--- config.mk ---
export PLATFORM = sky130hd
export DESIGN_NAME = phase_sequencer
export DESIGN_NICKNAME = d
export VERILOG_FILES = /design/src/rtl/phs_pkg.sv /design/src/rtl/phs_rot_pick.sv /design/src/rtl/phs_token.sv /design/src/rtl/phs_fire_gen.sv /design/src/rtl/phase_sequencer.sv
export SDC_FILE = /design/constraint.sdc
export NUM_CORES = 1
export LEC_CHECK = 0
export BUFFER_PORTS_ARGS = -buffer_cell sky130_fd_sc_hd__buf_2
export CORE_AREA = 2 2 39 41
export DETAILED_ROUTE_END_ITERATION = 8
export DIE_AREA = 0 0 41 43
export GPL_ROUTABILITY_DRIVEN = 0
export GPL_TIMING_DRIVEN = 0
export PLACE_DENSITY = 0.5
export REMOVE_ABC_BUFFERS = 1
export SYNTH_ARGS = -nofsm -noshare
export SYNTH_HDL_FRONTEND = slang
export SYNTH_SLANG_ARGS = --single-unit
--- constraint.sdc ---
create_clock -name clk -period 2.4 [get_ports clk]
set_input_delay 0.24 -clock clk [delete_from_list [all_inputs] [get_ports clk]]
set_output_delay 0.24 -clock clk [all_outputs]
set_load 0.01 [all_outputs]
--- src/rtl/phs_pkg.sv ---
// Shared types and helpers for the multiphase activation sequencer.
// Assumes all phase indices are below the phase count passed in.
package phs_pkg;

    typedef enum logic {
        MODE_NORMAL   = 1'b0,
        MODE_HIGHLOAD = 1'b1
    } phs_mode_e;

    // Circular add: (a + b) mod n for a, b < n.
    function automatic int unsigned wrap_add(int unsigned a, int unsigned b, int unsigned n);
        int unsigned s;
        s = a + b;
        if (s >= n) s = s - n;
        return s;
    endfunction

endpackage

--- src/rtl/phs_rot_pick.sv ---
// Rotating first-free finder: starting at position `start`, searches the
// phases in ascending circular order and returns the first one not busy.
// Assumes start < NPH. Purely combinational.
module phs_rot_pick #(
    parameter int NPH = 4,
    parameter int PW  = 2
) (
    input  logic [PW-1:0]  start,
    input  logic [NPH-1:0] busy,
    output logic           found,
    output logic [PW-1:0]  pick
);
    // Scan the ring from the token, first free phase wins.
    always_comb begin
        int unsigned idx;
        found = 1'b0;
        pick  = '0;
        idx   = 0;
        for (int off = 0; off < NPH; off++) begin
            idx = phs_pkg::wrap_add(32'(start), 32'(off), 32'(NPH));
            if (!found && !busy[idx]) begin
                found = 1'b1;
                pick  = PW'(idx);
            end
        end
    end
endmodule

--- src/rtl/phs_token.sv ---
// Token position register: holds the phase that gets the next normal-mode
// activation. Starts at phase 0 and loads a new position only on advance.
module phs_token #(
    parameter int PW = 2
) (
    input  logic          clk,
    input  logic          rst_n,
    input  logic          advance,
    input  logic [PW-1:0] next_pos,
    output logic [PW-1:0] pos
);
    // Hold or move the token.
    always_ff @(posedge clk) begin
        if (!rst_n)       pos <= '0;
        else if (advance) pos <= next_pos;
    end
endmodule

--- src/rtl/phs_fire_gen.sv ---
// Start-pulse registers: one flop per phase turns a same-cycle request into
// a registered one-cycle pulse. Assumes req is only high on tick cycles.
module phs_fire_gen #(
    parameter int NPH = 4
) (
    input  logic           clk,
    input  logic           rst_n,
    input  logic [NPH-1:0] req,
    output logic [NPH-1:0] fire
);
    for (genvar g = 0; g < NPH; g++) begin : g_ph
        // Register the start request of phase g.
        always_ff @(posedge clk) begin
            if (!rst_n) fire[g] <= 1'b0;
            else        fire[g] <= req[g];
        end
    end
endmodule

--- src/rtl/phase_sequencer.sv ---
// Multiphase activation sequencer (top). In normal mode it starts the first
// free phase from the token and moves the token past it. In high-load mode it
// starts every free phase and leaves the token alone. Assumes act_tick is a
// single-cycle pulse in the clk domain and NPH >= 2.
module phase_sequencer #(
    parameter int NPH = 4
) (
    input  logic           clk,
    input  logic           rst_n,
    input  logic           act_tick,
    input  logic           need_energy,
    input  logic           high_load,
    input  logic [NPH-1:0] busy,
    output logic [NPH-1:0] fire
);
    import phs_pkg::*;

    localparam int PW = (NPH > 1) ? $clog2(NPH) : 1;

    phs_mode_e      mode;
    logic [PW-1:0]  tok_pos;
    logic [PW-1:0]  tok_next;
    logic [PW-1:0]  pick;
    logic           found;
    logic           advance;
    logic [NPH-1:0] req;

    // Select the operating mode from the high-load flag.
    assign mode = high_load ? MODE_HIGHLOAD : MODE_NORMAL;

    phs_rot_pick #(.NPH(NPH), .PW(PW)) u_pick (
        .start (tok_pos),
        .busy  (busy),
        .found (found),
        .pick  (pick)
    );

    // Token goes to the phase after the one just started.
    assign tok_next = PW'(wrap_add(32'(pick), 32'd1, 32'(NPH)));

    // Move the token only on a normal-mode activation that found a free phase.
    assign advance = act_tick && (mode == MODE_NORMAL) && need_energy && found;

    phs_token #(.PW(PW)) u_tok (
        .clk      (clk),
        .rst_n    (rst_n),
        .advance  (advance),
        .next_pos (tok_next),
        .pos      (tok_pos)
    );

    // Build the per-phase start requests for this tick.
    always_comb begin
        req = '0;
        if (act_tick) begin
            case (mode)
                MODE_HIGHLOAD: req = ~busy;
                default: if (need_energy && found) req[pick] = 1'b1;
            endcase
        end
    end

    phs_fire_gen #(.NPH(NPH)) u_fire (
        .clk   (clk),
        .rst_n (rst_n),
        .req   (req),
        .fire  (fire)
    );
endmodule

==> results of run 1 <==
-- registers in the layout, indices dropped and copies added, names as in the netlist --
| name | flops |
|---|---|
| u_fire.fire | 4 |
| u_tok.pos | 2 |
-- worst max-delay path by stage --
stage / from / endpoint
final: u_tok.pos[1] / u_tok.pos[1]
after global placement: u_tok.pos[1] / u_tok.pos[1]
after detailed placement: u_tok.pos[1] / u_tok.pos[1]
after CTS: u_tok.pos[1] / u_tok.pos[1]
after global routing: u_tok.pos[1] / u_tok.pos[1]
after floorplan: u_tok.pos[1] / u_tok.pos[1]
-- per-stage QoR --
step	power, mW	worst slack, ns
6_report	0.2466	0.7752
5_1_grt	0.2645	0.5946
4_1_cts	0.2507	0.7814
3_5_place_dp	0.1555	0.7935
3_3_place_gp	0.1554	0.8119
2_1_floorplan	0.1370	0.9372
-- cells by family (layout without fill, tap and decap cells) --
kind of cell	after synthesis	count (layout)	share of synthesized area, %
adder cells (fa/ha/maj)	4	4	13.47
buffers and inverters	2	17	2.021
flip-flops	6	6	32.32
multiplexers	1	1	2.694
AND/OR/NAND/NOR	16	16	25.92
AO/OA/AOI/OAI	13	13	23.57
-- cell type report --
type                            instances  area (um^2)  share of cell area (%)
Multi-Input combinational cell         34        244.0                   51.45
Sequential cell                         6        120.1                   25.33
Timing Repair Buffer                   12        60.06                   12.66
Clock buffer                            3        22.52                   4.749
Tap cell                               16        20.02                   4.222
Inverter                                2        7.507                   1.583
-- routing by layer --
layer	wire length [um]	vias to the layer above
li1	-	181
met1	342	151
met2	329	16
met3	45	0
met4	0	0
met5	0	-
-- cell usage after synthesis, drive strengths merged --
| cell | n | area, um^2 |
|---|---|---|
| o21bai | 1 | 7.510 |
| nor3b | 1 | 7.510 |
| inv | 2 | 7.510 |
| a21oi | 4 | 20.02 |
| ha | 4 | 50.05 |
| dfxtp | 6 | 120.1 |
| mux2i | 1 | 10.01 |
| o21ai | 3 | 15.01 |
| nand2 | 1 | 3.750 |
| o21a | 2 | 15.01 |
| a221oi | 1 | 15.01 |
| a211oi | 1 | 7.510 |
| nor2 | 6 | 22.52 |
| a22oi | 1 | 7.510 |
| nor2b | 4 | 25.02 |
| and2b | 2 | 15.01 |
| and4bb | 1 | 12.51 |
| and4 | 1 | 10.01 |
-- layout by cell type (no fill, tap or decap) --
master	synthesis	layout
buf_2	0	12
nor2_1	6	6
dfxtp_1	6	6
nor2b_1	4	4
a21oi_1	4	4
ha_1	4	4
o21ai_0	3	3
clkbuf_4	0	3
inv_1	2	2
o21a_1	2	2
and2b_1	2	2
o21bai_1	1	1
a211oi_1	1	1
a221oi_2	1	1
nand2_1	1	1
and4_2	1	1
nor3b_1	1	1
a22oi_1	1	1
and4bb_2	1	1
mux2i_1	1	1
-- worst max-delay path, cell delays in order (launching register included) --
cell     delay (ns)
dfxtp_1        0.35
nor2b_1        0.17
o21a_1         0.16
o21ai_0        0.20
o21a_1         0.20
ha_1           0.23
mux2i_1        0.13
nor2b_1        0.06
-- power breakdown --
part / internal (mW) / switching (mW) / leakage (nW) / total [mW]
clock: 0.0566 / 0.0367 / 0.0138 / 0.0933
sequential: 0.104 / 0.00248 / 0.0489 / 0.106
combinational: 0.0218 / 0.0251 / 0.159 / 0.0469
==> results, run 1 <==
- The number of nets in the final layout is 72.
- In this run the remaining antenna-violating nets after routing total 0.
- In this run the tool buffered the top-level ports with 12 buffer cells.
- The setup skew after layout is 0.008057 ns.
- In this run the critical register-to-register path is captured at u_tok.pos[1].
- The beginning of the worst hold path is rst_n.
- Setup repair after global routing left no endpoint under its margin.
- Detailed placement finished with a half-perimeter wire length of about 580 um.
- The depth of the worst hold-timing path is 3.
- The total via count after detailed routing is around 350.
- The run finished with clean final reports.
- Summed over all failing endpoints, the final setup total negative slack is 0 ns.
- The layout has around 150 filler cells.
- The cell area that synthesis handed to floorplanning was around 370 um^2.
- For this design the ratio of total power to cell area is just over 500 mW/mm^2.
- The final core utilization is about a third.
- The worst setup path is of the register to register kind.
- The number of max-slew violations in the final report is 0.
- The first detailed-routing pass took 4 iterations.
- The ratio of cells with drive above 1 in the final layout is 31.58%.
- The average vias per placed instance is around 4.8.
- The count of endpoints failing hold in the final timing report is 0.
- Measured along the y axis, the die boundary spans about 43 um.
- The detailed-route DRC error count is 0.
- Summing the sequential cell areas from Yosys gives 32.32% of the chip area.
- The largest fanout on the critical path is 7.
- The number of max-cap violations is 0.
- The post-route standard cell area excluding fillers is about 470 um^2.
- The tightest hold path in the finished design has a slack of between 0.2 and 0.3 ns.
- The maximum number of pins on one net before global-route repair is 8.
- Gates resized during post-CTS repair numbered 0.
- The startpoint type of the worst setup path is a register.
- The overall overflow remaining after global route is 0.
- The die width is 41 um.
- The cell row count is 14.
- The most congested layer reported by global routing is met1.
- At the pin with the least slew margin, the transition time is approximately 0.43 ns.
- The kind of capture point of the worst setup path is a register.
- The cell count after synthesis came out at 42.
- The number of clock sinks seen by CTS is 6.
- The number of antenna repair diodes is 0.
- TritonCTS built the clock tree.
- The worst register-to-register path has a depth of 7.
- CTS built an H-tree with a depth of 1.
- Synthesis inferred 6 register bits.
- The average cell area after synthesis is between 8 and 9 um^2.
- The post-route non-filler standard cell count is 73.
- The area growth from synthesis to layout is 27.61%.
- The path class of the tightest hold or removal check is input port to register.
- The latest clock arrival within the worst-skew pair is around 0.24 ns.
- The relative slew slack is a little under three quarters.
- The met1 layer usage reported by global route is roughly 14%.
- The data arrival time of the critical path is 1.76 ns.
- STA puts the critical path data required time at between 2 and 3 ns.
- The total CTS buffers is 3.
- Summed over all cells, the static leakage comes to 0.2220 nW.
- The maximum clock insertion buffer count is 2.
- Buffers added to address setup during post-CTS repair amount to 0.
- The effective utilization at floorplan is a little over a quarter.
- Setup violations remaining at the end of the flow were counted as 0.
- The number of global-route vias before repair is 299.
- The post-route clock period utilization is about two thirds.
- After clock tree synthesis, the flow added hold-fix buffers numbering 0.
- Once placement completed, the tool counted placed cells totaling 70.
- The flop-to-flop setup slack is about 0.78 ns.
- The tree is rooted in a clkbuf_4.
- During I/O placement, the number of pins put on the boundary was 13.
- IR analysis of the VDD net gives a maximum drop of between 150 and 200 uV.
- In this run the cell area measured after placement is around 450 um^2.
- The routed design could run at a clock period as short as between 1.5 and 2 ns.
- The met3 track demand over resource is approximately 4.7%.
- The average wire per standard cell is roughly 10 um.
- The placeable core area is 0.001384 mm^2.
- The highest attainable clock frequency is ~600 MHz.
- After synthesis, the netlist uses 18 different library cells.
- The detailed router finished its first iteration with 5 violations.
- The met2 demand-to-capacity share in global routing is between 10% and 20%.
- The final layout contains routed wiring with a total length of 717 um.
- The wire length of the first global-routing pass is 1.297 mm.
- The total of warnings raised by yosys is 0.
- The clock transition time at the flip-flop clock pins of the worst setup and hold paths is around 0.05 ns.
- The path with the worst hold slack has its endpoint at u_tok.pos[0].
- The initial antenna violation count came to 0.
- The global-route usage over all layers is a little over a tenth.
- The floorplan step defined a die boundary enclosing approximately 0.0018 mm^2.
- The startpoint of the worst-slack reg-to-reg timing path is u_tok.pos[1].
No activity file was read; power rests on OpenSTA's default activity.
==> inputs of run 2 (changes only) <==
Settings changed: PLACE_DENSITY 0.5 to 0.51.
Clock period 2.4 ns to 1.4 ns, I/O delays scaled along.
==> results, run 2 (synthesis results as in run 1) <==
- The placeable core area is 0.001384 mm^2 (unchanged).
- The number of clock sinks seen by CTS is 6 (unchanged).
- The average wire per standard cell is 10.93 um (was 9.822 um).
- The average vias per placed instance is 4.730 (was 4.767).
- The antenna violation net count after detailed routing is 0 (unchanged).
- The total CTS buffers was 3 (unchanged).
- The power density over the cells came to 832.3 mW/mm^2 (was 519.9 mW/mm^2).
- The number of nets in the final layout was 73 (was 72).
- The number of global-route vias before repair is 350 (was 299).
- The total via count after detailed routing was 350 (was 348).
- Unrepaired setup endpoints after global routing: true (was false).
- The ratio of cells with drive above 1 in the final layout came to 46.55% (was 31.58%).
- The worst endpoint required time is 1.54 ns (was 2.54 ns).
- The kind of capture point of the worst setup path is a register (unchanged).
- The maximum clock insertion buffer count was 2 (unchanged).
- The wire length after detailed routing is 809 um (was 717 um).
- The latest clock arrival within the worst-skew pair is 0.24 ns (about the same).
- Most used cells in the layout excluding fill and tap cells: buf_2, nor2_1, dfxtp_1 (unchanged).
- The maximum number of pins on one net before global-route repair is 8 (unchanged).
- Largest registers ranked by flip-flop count: u_fire.fire (4), u_tok.pos (2) (unchanged).
- The highest ir drop seen on vdd is 274.9 uV (was 166.9 uV).
- The TritonCTS clock tree is done (unchanged).
- The clock transition time at the flip-flop clock pins of the worst setup and hold paths is 0.05 ns (about the same).
- The vertical extent of the die came to 43 um (unchanged).
- The register ranked first by flip-flop count is u_fire.fire (unchanged).
- The depth of the worst hold-timing path came to 2 (was 3).
- The number of max-cap violations was 0 (unchanged).
- The relative slew slack is 58.50% (was 71.23%).
- The die width is 41 um (unchanged).
- The largest fanout on the critical path was 7 (unchanged).
- The hold buffer count at CTS is 0 (unchanged).
- The accumulated negative setup slack is -0.1522 ns (was 0 ns).
- The overall overflow remaining after global route is 0 (unchanged).
- The startpoint of the worst-slack reg-to-reg timing path is u_tok.pos[1] (unchanged).
- The count of final setup violators is 3 (was 0).
- The area added between synthesis and finish is 42.76% (was 27.61%).
- The type of the setup path with the least slack was register to register (unchanged).
- The data arrival time of the critical path was 1.62 ns (was 1.76 ns).
- The setup skew after layout was 0.008460 ns (was 0.008057 ns).
- The checks that failed: negative setup slack.
- The cell row count is 14 (unchanged).
- The top-level port count came to 13 (unchanged).
- The flop-to-flop setup slack came to -0.08 ns (was 0.78 ns).
- The number of antenna repair diodes is 0 (unchanged).
- The endpoint of the worst register-to-register path was u_tok.pos[1] (unchanged).
- The post-route clock period utilization is 105.9% (was 67.70%).
- The starting DRC count in detailed routing was 4 (was 5).
- The post-route total power came to 0.4415 mW (was 0.2466 mW).
- The area enclosed by the die boundary was 0.001763 mm^2 (unchanged).
- The type of the most critical hold path was input port to register (unchanged).
- The count of input and output buffers is 12 (unchanged).
- The worst hold path endpoint is u_tok.pos[1] (was u_tok.pos[0]).
- The critical path's largest stage delay is 0.36 ns (was 0.35 ns).
- The number of max-slew violations in the final report is 0 (unchanged).
- The cell at the slowest stage of the critical path is dfxtp_4 (was dfxtp_1).
- The flip-flop count of the largest register after layout is 4 (unchanged).
- The effective utilization at floorplan is 26.85% (unchanged).
- Outcome: finished with violations (was completed).
- The number of cells on the worst reg-to-reg path was 7 (unchanged).
- The highest attainable clock frequency is 674.3 MHz (was 615.4 MHz).
- The global-route usage over all layers was 11.02% (was 10.62%).
- The final worst setup slack was -0.08309 ns (was 0.7752 ns).
- The wire length of the first global-routing pass came to 1.317 mm (was 1.297 mm).
- The detailed-route DRC error count was 0 (unchanged).
- Critical-path cell list: nor2b_4 > o21a_1 > o21ai_2 > o21a_1 > ha_1 > mux2i_1 > nor2b_1 (was nor2b_1 > o21a_1 > o21ai_0 > o21a_1 > ha_1 > mux2i_1 > nor2b_1).
- The library cell appearing most often on the critical path is o21a_1.
- The half-perimeter wire length of the detailed placement result is 610.7 um (was 576.2 um).
- The deepest level of the CTS H-tree was 1 (unchanged).
- The startpoint type of the worst setup path is a register (unchanged).
- The worst slack at placement is -0.2058 ns (was 0.7935 ns).
- The beginning of the worst hold path is rst_n (unchanged).
- The count of endpoints failing hold in the final timing report was 0 (unchanged).
- The initial antenna violation count is 0 (unchanged).
- The static leakage is 0.2290 nW (was 0.2220 nW).
- The clock root buffer master is clkbuf_4 (unchanged).
- The number of optimization iterations in the first detailed-route pass is 3 (was 4).
- The transition at the pin with the smallest max-transition slack is 0.6212 ns (was 0.4305 ns).
- The post-layout minimum cycle time is 1.483 ns (was 1.625 ns).
- The most common cell after layout, fill and taps aside is buf_2 (unchanged).
-- run 2: power by group --
group          total [mW]  internal (mW)  switching (mW)
clock network       0.159         0.0970          0.0624
registers           0.182          0.177         0.00442
logic               0.101         0.0472          0.0535
total               0.442          0.321           0.120
-- run 2: layout make-up --
cell class	count	area, um^2
clock buffer	3	22.52
tap	16	20.02
timing repair buffer	13	67.56
inverter	2	7.507
sequential	6	123.9
multi-input combinational	34	289.0
fill	146	853.3
-- run 2: repair_timing --
item,CTS,global route
pin swaps,2,1
buffers inserted,1,0
resized for setup,12,1
endpoints found under the setup margin,5,5
-- run 2: metrics by stage --
| step | cells | utilization [%] | instance area (um^2) | hold WS (ns) |
|---|---|---|---|---|
| 6_report | 74 | 38.34 | 530.5 | 0.1390 |
| 5_1_grt | 74 | 38.34 | 530.5 | 0.1344 |
| 4_1_cts | 74 | 38.34 | 530.5 | 0.1322 |
| 3_5_place_dp | 70 | 32.64 | 451.7 | 0.4014 |
| 3_3_place_gp | 70 | 32.64 | 451.7 | 0.3900 |
| 2_1_floorplan | 42 | - | 371.6 | 0.2682 |
-- run 2: worst max-delay path by stage --
| stage | from | endpoint | slack (ns) | depth (start not counted) |
|---|---|---|---|---|
| CTS | u_tok.pos[1] | u_tok.pos[1] | -0.08 | 7 |
| global route | u_tok.pos[1] | u_tok.pos[1] | -0.14 | 7 |
| finish | u_tok.pos[1] | u_tok.pos[1] | -0.08 | 7 |
| global placement | u_tok.pos[1] | u_tok.pos[1] | -0.20 | 7 |
| floorplan | u_tok.pos[1] | u_tok.pos[1] | -0.06 | 7 |
| detailed placement | u_tok.pos[1] | u_tok.pos[1] | -0.21 | 7 |
-- run 2: metal layers --
metal,global-route usage (%),up-vias,part of all wire [%]
met3,4.712,0,5.4
met4,4.000,0,0
met2,19.38,8,56
met1,10.54,161,38
li1,-,181,-
met5,0,-,0
-- run 2: critical path: cells and delay by family (launching register included) --
family	cells	cell delay (ns)
AO/OA/AOI/OAI	3	0.45
flip-flops	1	0.36
adder cells (fa/ha/maj)	1	0.23
AND/OR/NAND/NOR	2	0.20
multiplexers	1	0.14
==> inputs of run 3 (changes only) <==
Settings changed: TNS_END_PERCENT from default to 20.
==> results, run 3 (synthesis results as in run 1) <==
- Outcome: finished with violations (unchanged).
- Violated checks: negative setup slack (unchanged).
- The critical path's largest stage delay came to 0.36 ns (about the same).
- The library cell appearing most often on the critical path is o21a_1 (unchanged).
- The vertical extent of the die came to 43 um (unchanged).
- The footprint of the multi-input gates is 279.0 um^2 (was 289.0 um^2).
- The average wire per standard cell is 11.05 um (was 10.93 um).
- Critical-path cell list: nor2b_4 > o21a_1 > o21ai_2 > o21a_1 > ha_1 > mux2i_1 > nor2b_1 (unchanged).
- The placeable core area was 0.001384 mm^2 (unchanged).
- The clock transition time at the flip-flop clock pins of the worst setup and hold paths is 0.05 ns (about the same).
- The starting DRC count in detailed routing is 2 (was 4).
- The kind of capture point of the worst setup path is a register (unchanged).
- The count of final setup violators is 3 (unchanged).
- The ratio of cells with drive above 1 in the final layout was 46.55% (unchanged).
- The type of the most critical hold path is input port to register (unchanged).
- The share of total power in the clock network was 36.1% (about the same).
- The deepest level of the CTS H-tree was 1 (unchanged).
- The number of clock sinks seen by CTS is 6 (unchanged).
- The number of antenna repair diodes was 0 (unchanged).
- The met3 track demand over resource came to 4.712% (unchanged).
- The detailed-route DRC error count is 0 (unchanged).
- The half-perimeter wire length of the detailed placement result is 610.7 um (unchanged).
- The antenna violation net count after detailed routing is 0 (unchanged).
- The top-level port count is 13 (unchanged).
- The transition at the pin with the smallest max-transition slack is 0.5787 ns (was 0.6212 ns).
- The number of optimization iterations in the first detailed-route pass is 2 (was 3).
- The startpoint type of the worst setup path is a register (unchanged).
- The effective utilization at floorplan is 26.85% (unchanged).
- The largest fanout on the critical path is 7 (unchanged).
- The met2 demand-to-capacity share in global routing is 17.50% (was 19.38%).
- The area used by sequential logic in the layout is 123.9 um^2 (unchanged).
- The setup skew after layout came to 0.008958 ns (was 0.008460 ns).
- The relative slew slack came to 61.34% (was 58.50%).
- The worst endpoint required time is 1.54 ns (about the same).
- The die width is 41 um (unchanged).
- The beginning of the worst hold path is rst_n (unchanged).
- The latest clock arrival within the worst-skew pair came to 0.24 ns (about the same).
- The global-route usage over all layers was 10.42% (was 11.02%).
- The total CTS buffers is 3 (unchanged).
- The met1 layer usage reported by global route is 10.54% (unchanged).
- The count of input and output buffers was 12 (unchanged).
- Unrepaired setup endpoints after global routing: true (unchanged).
- The number of global-route vias before repair came to 324 (was 350).
- The highest ir drop seen on vdd is 275.1 uV (was 274.9 uV).
- The type of the setup path with the least slack is register to register (unchanged).
- The post-route clock period utilization is 105.9% (about the same).
- The cell row count is 14 (unchanged).
- The cell at the slowest stage of the critical path is dfxtp_4 (unchanged).
- The net switching power figure was 0.1168 mW (was 0.1203 mW).
- The beginning of the critical path is u_tok.pos[1] (unchanged).
- The initial antenna violation count is 0 (unchanged).
- The area added between synthesis and finish is 40.07% (was 42.76%).
- The post-route non-filler standard cell count was 74 (unchanged).
- The number of max-slew violations in the final report came to 0 (unchanged).
- Largest registers ranked by flip-flop count: u_fire.fire (4), u_tok.pos (2) (unchanged).
- The average vias per placed instance came to 4.730 (unchanged).
- The data arrival time of the critical path is 1.62 ns (about the same).
- The instance count after placement with tap cells included was 70 (unchanged).
- The count of endpoints failing hold in the final timing report is 0 (unchanged).
- The number of nets in the final layout was 73 (unchanged).
- The most congested layer reported by global routing is met2 (unchanged).
- The startpoint of the worst-slack reg-to-reg timing path is u_tok.pos[1] (unchanged).
- The post-layout minimum cycle time was 1.483 ns (about the same).
- The power density over the cells is 840.2 mW/mm^2 (was 832.3 mW/mm^2).
- The combinational group share of total power came to 22.4% (was 22.8%).
- The wire length of the first global-routing pass is 1.242 mm (was 1.317 mm).
- The register ranked first by flip-flop count is u_fire.fire (unchanged).
- The flip-flop count of the largest register after layout is 4 (unchanged).
- The clock root buffer master is clkbuf_4 (unchanged).
- The switching share of total power is 26.71% (was 27.24%).
- The maximum number of pins on one net before global-route repair came to 8 (unchanged).
- The internal power summed over all cells is 0.3205 mW (was 0.3213 mW).
- The total via count after detailed routing is 350 (unchanged).
- The wire length after detailed routing was 818 um (was 809 um).
- The TritonCTS clock tree is done (unchanged).
- Most used cells in the layout excluding fill and tap cells: buf_2, nor2_1, dfxtp_1 (unchanged).
- The final worst setup slack is -0.08299 ns (was -0.08309 ns).
- The portion of total power attributed to sequential cells was 41.5% (was 41.1%).
- The most common cell after layout, fill and taps aside was buf_2 (unchanged).
- The highest attainable clock frequency is 674.3 MHz (about the same).
- The area enclosed by the die boundary was 0.001763 mm^2 (unchanged).
- The maximum clock insertion buffer count was 2 (unchanged).
- The static leakage is 0.2272 nW (was 0.2290 nW).
- The accumulated negative setup slack is -0.1802 ns (was -0.1522 ns).
- The number of max-cap violations is 0 (unchanged).
- The overall overflow remaining after global route is 0 (unchanged).
- The number of fill cells in the layout is 149 (was 146).
[run 3: final timing paths]
path	endpoint	cells after the start	slack, ns
setup reg to reg	u_tok.pos[1]	7	-0.08
hold / removal	u_tok.pos[1]	2	0.13
hold reg to reg	u_tok.pos[0]	2	0.57
setup / recovery	u_tok.pos[1]	7	-0.08
[run 3: metrics by stage]
step / cell area, um^2 / hold slack, ns / power, mW / setup WS, ns / util [%]
after floorplan: 371.6 / 0.2682 / 0.2349 / -0.06285 / -
after global placement: 451.7 / 0.3900 / 0.2661 / -0.2001 / 32.64
after detailed placement: 451.7 / 0.4014 / 0.2656 / -0.2058 / 32.64
after CTS: 514.2 / 0.1322 / 0.4401 / -0.07706 / 37.16
after global routing: 520.5 / 0.1344 / 0.4667 / -0.1437 / 37.61
final: 520.5 / 0.1345 / 0.4373 / -0.08299 / 37.61
[run 3: per-layer routing]
layer  share of wire, %  vias up
met5                  0        -
met2                 56        8
met3                5.4        0
met4                  0        0
met1                 39      160
li1                   -      182
[run 3: layout make-up]
class	instances	area share (%)
clock buffer	3	4.327
multi-input combinational	34	53.61
tap	16	3.846
sequential	6	23.80
inverter	2	1.442
timing repair buffer	13	12.98
[run 3: what timing repair did]
item                                    CTS  global route
pin swaps                                 1             1
setup buffers                             1             0
endpoints found under the setup margin    5             5
hold buffers                              0             0
gates resized for setup                   9             3
[run 3: power by group through the flow]
stage / registers [mW] / clock network, mW / logic (mW)
6_report: 0.182 / 0.158 / 0.0978
3_5_place_dp: 0.186 / 0 / 0.0800
5_1_grt: 0.183 / 0.174 / 0.109
2_1_floorplan: 0.187 / 0 / 0.0480
4_1_cts: 0.182 / 0.164 / 0.0948
3_3_place_gp: 0.186 / 0 / 0.0804
[run 3: worst max-delay path: cells and delay by family (launching register included)]
kind                     cells  cell delay [ns]
AO/OA/AOI/OAI                3             0.45
flip-flops                   1             0.36
adder cells (fa/ha/maj)      1             0.23
AND/OR/NAND/NOR              2             0.20
multiplexers                 1             0.14
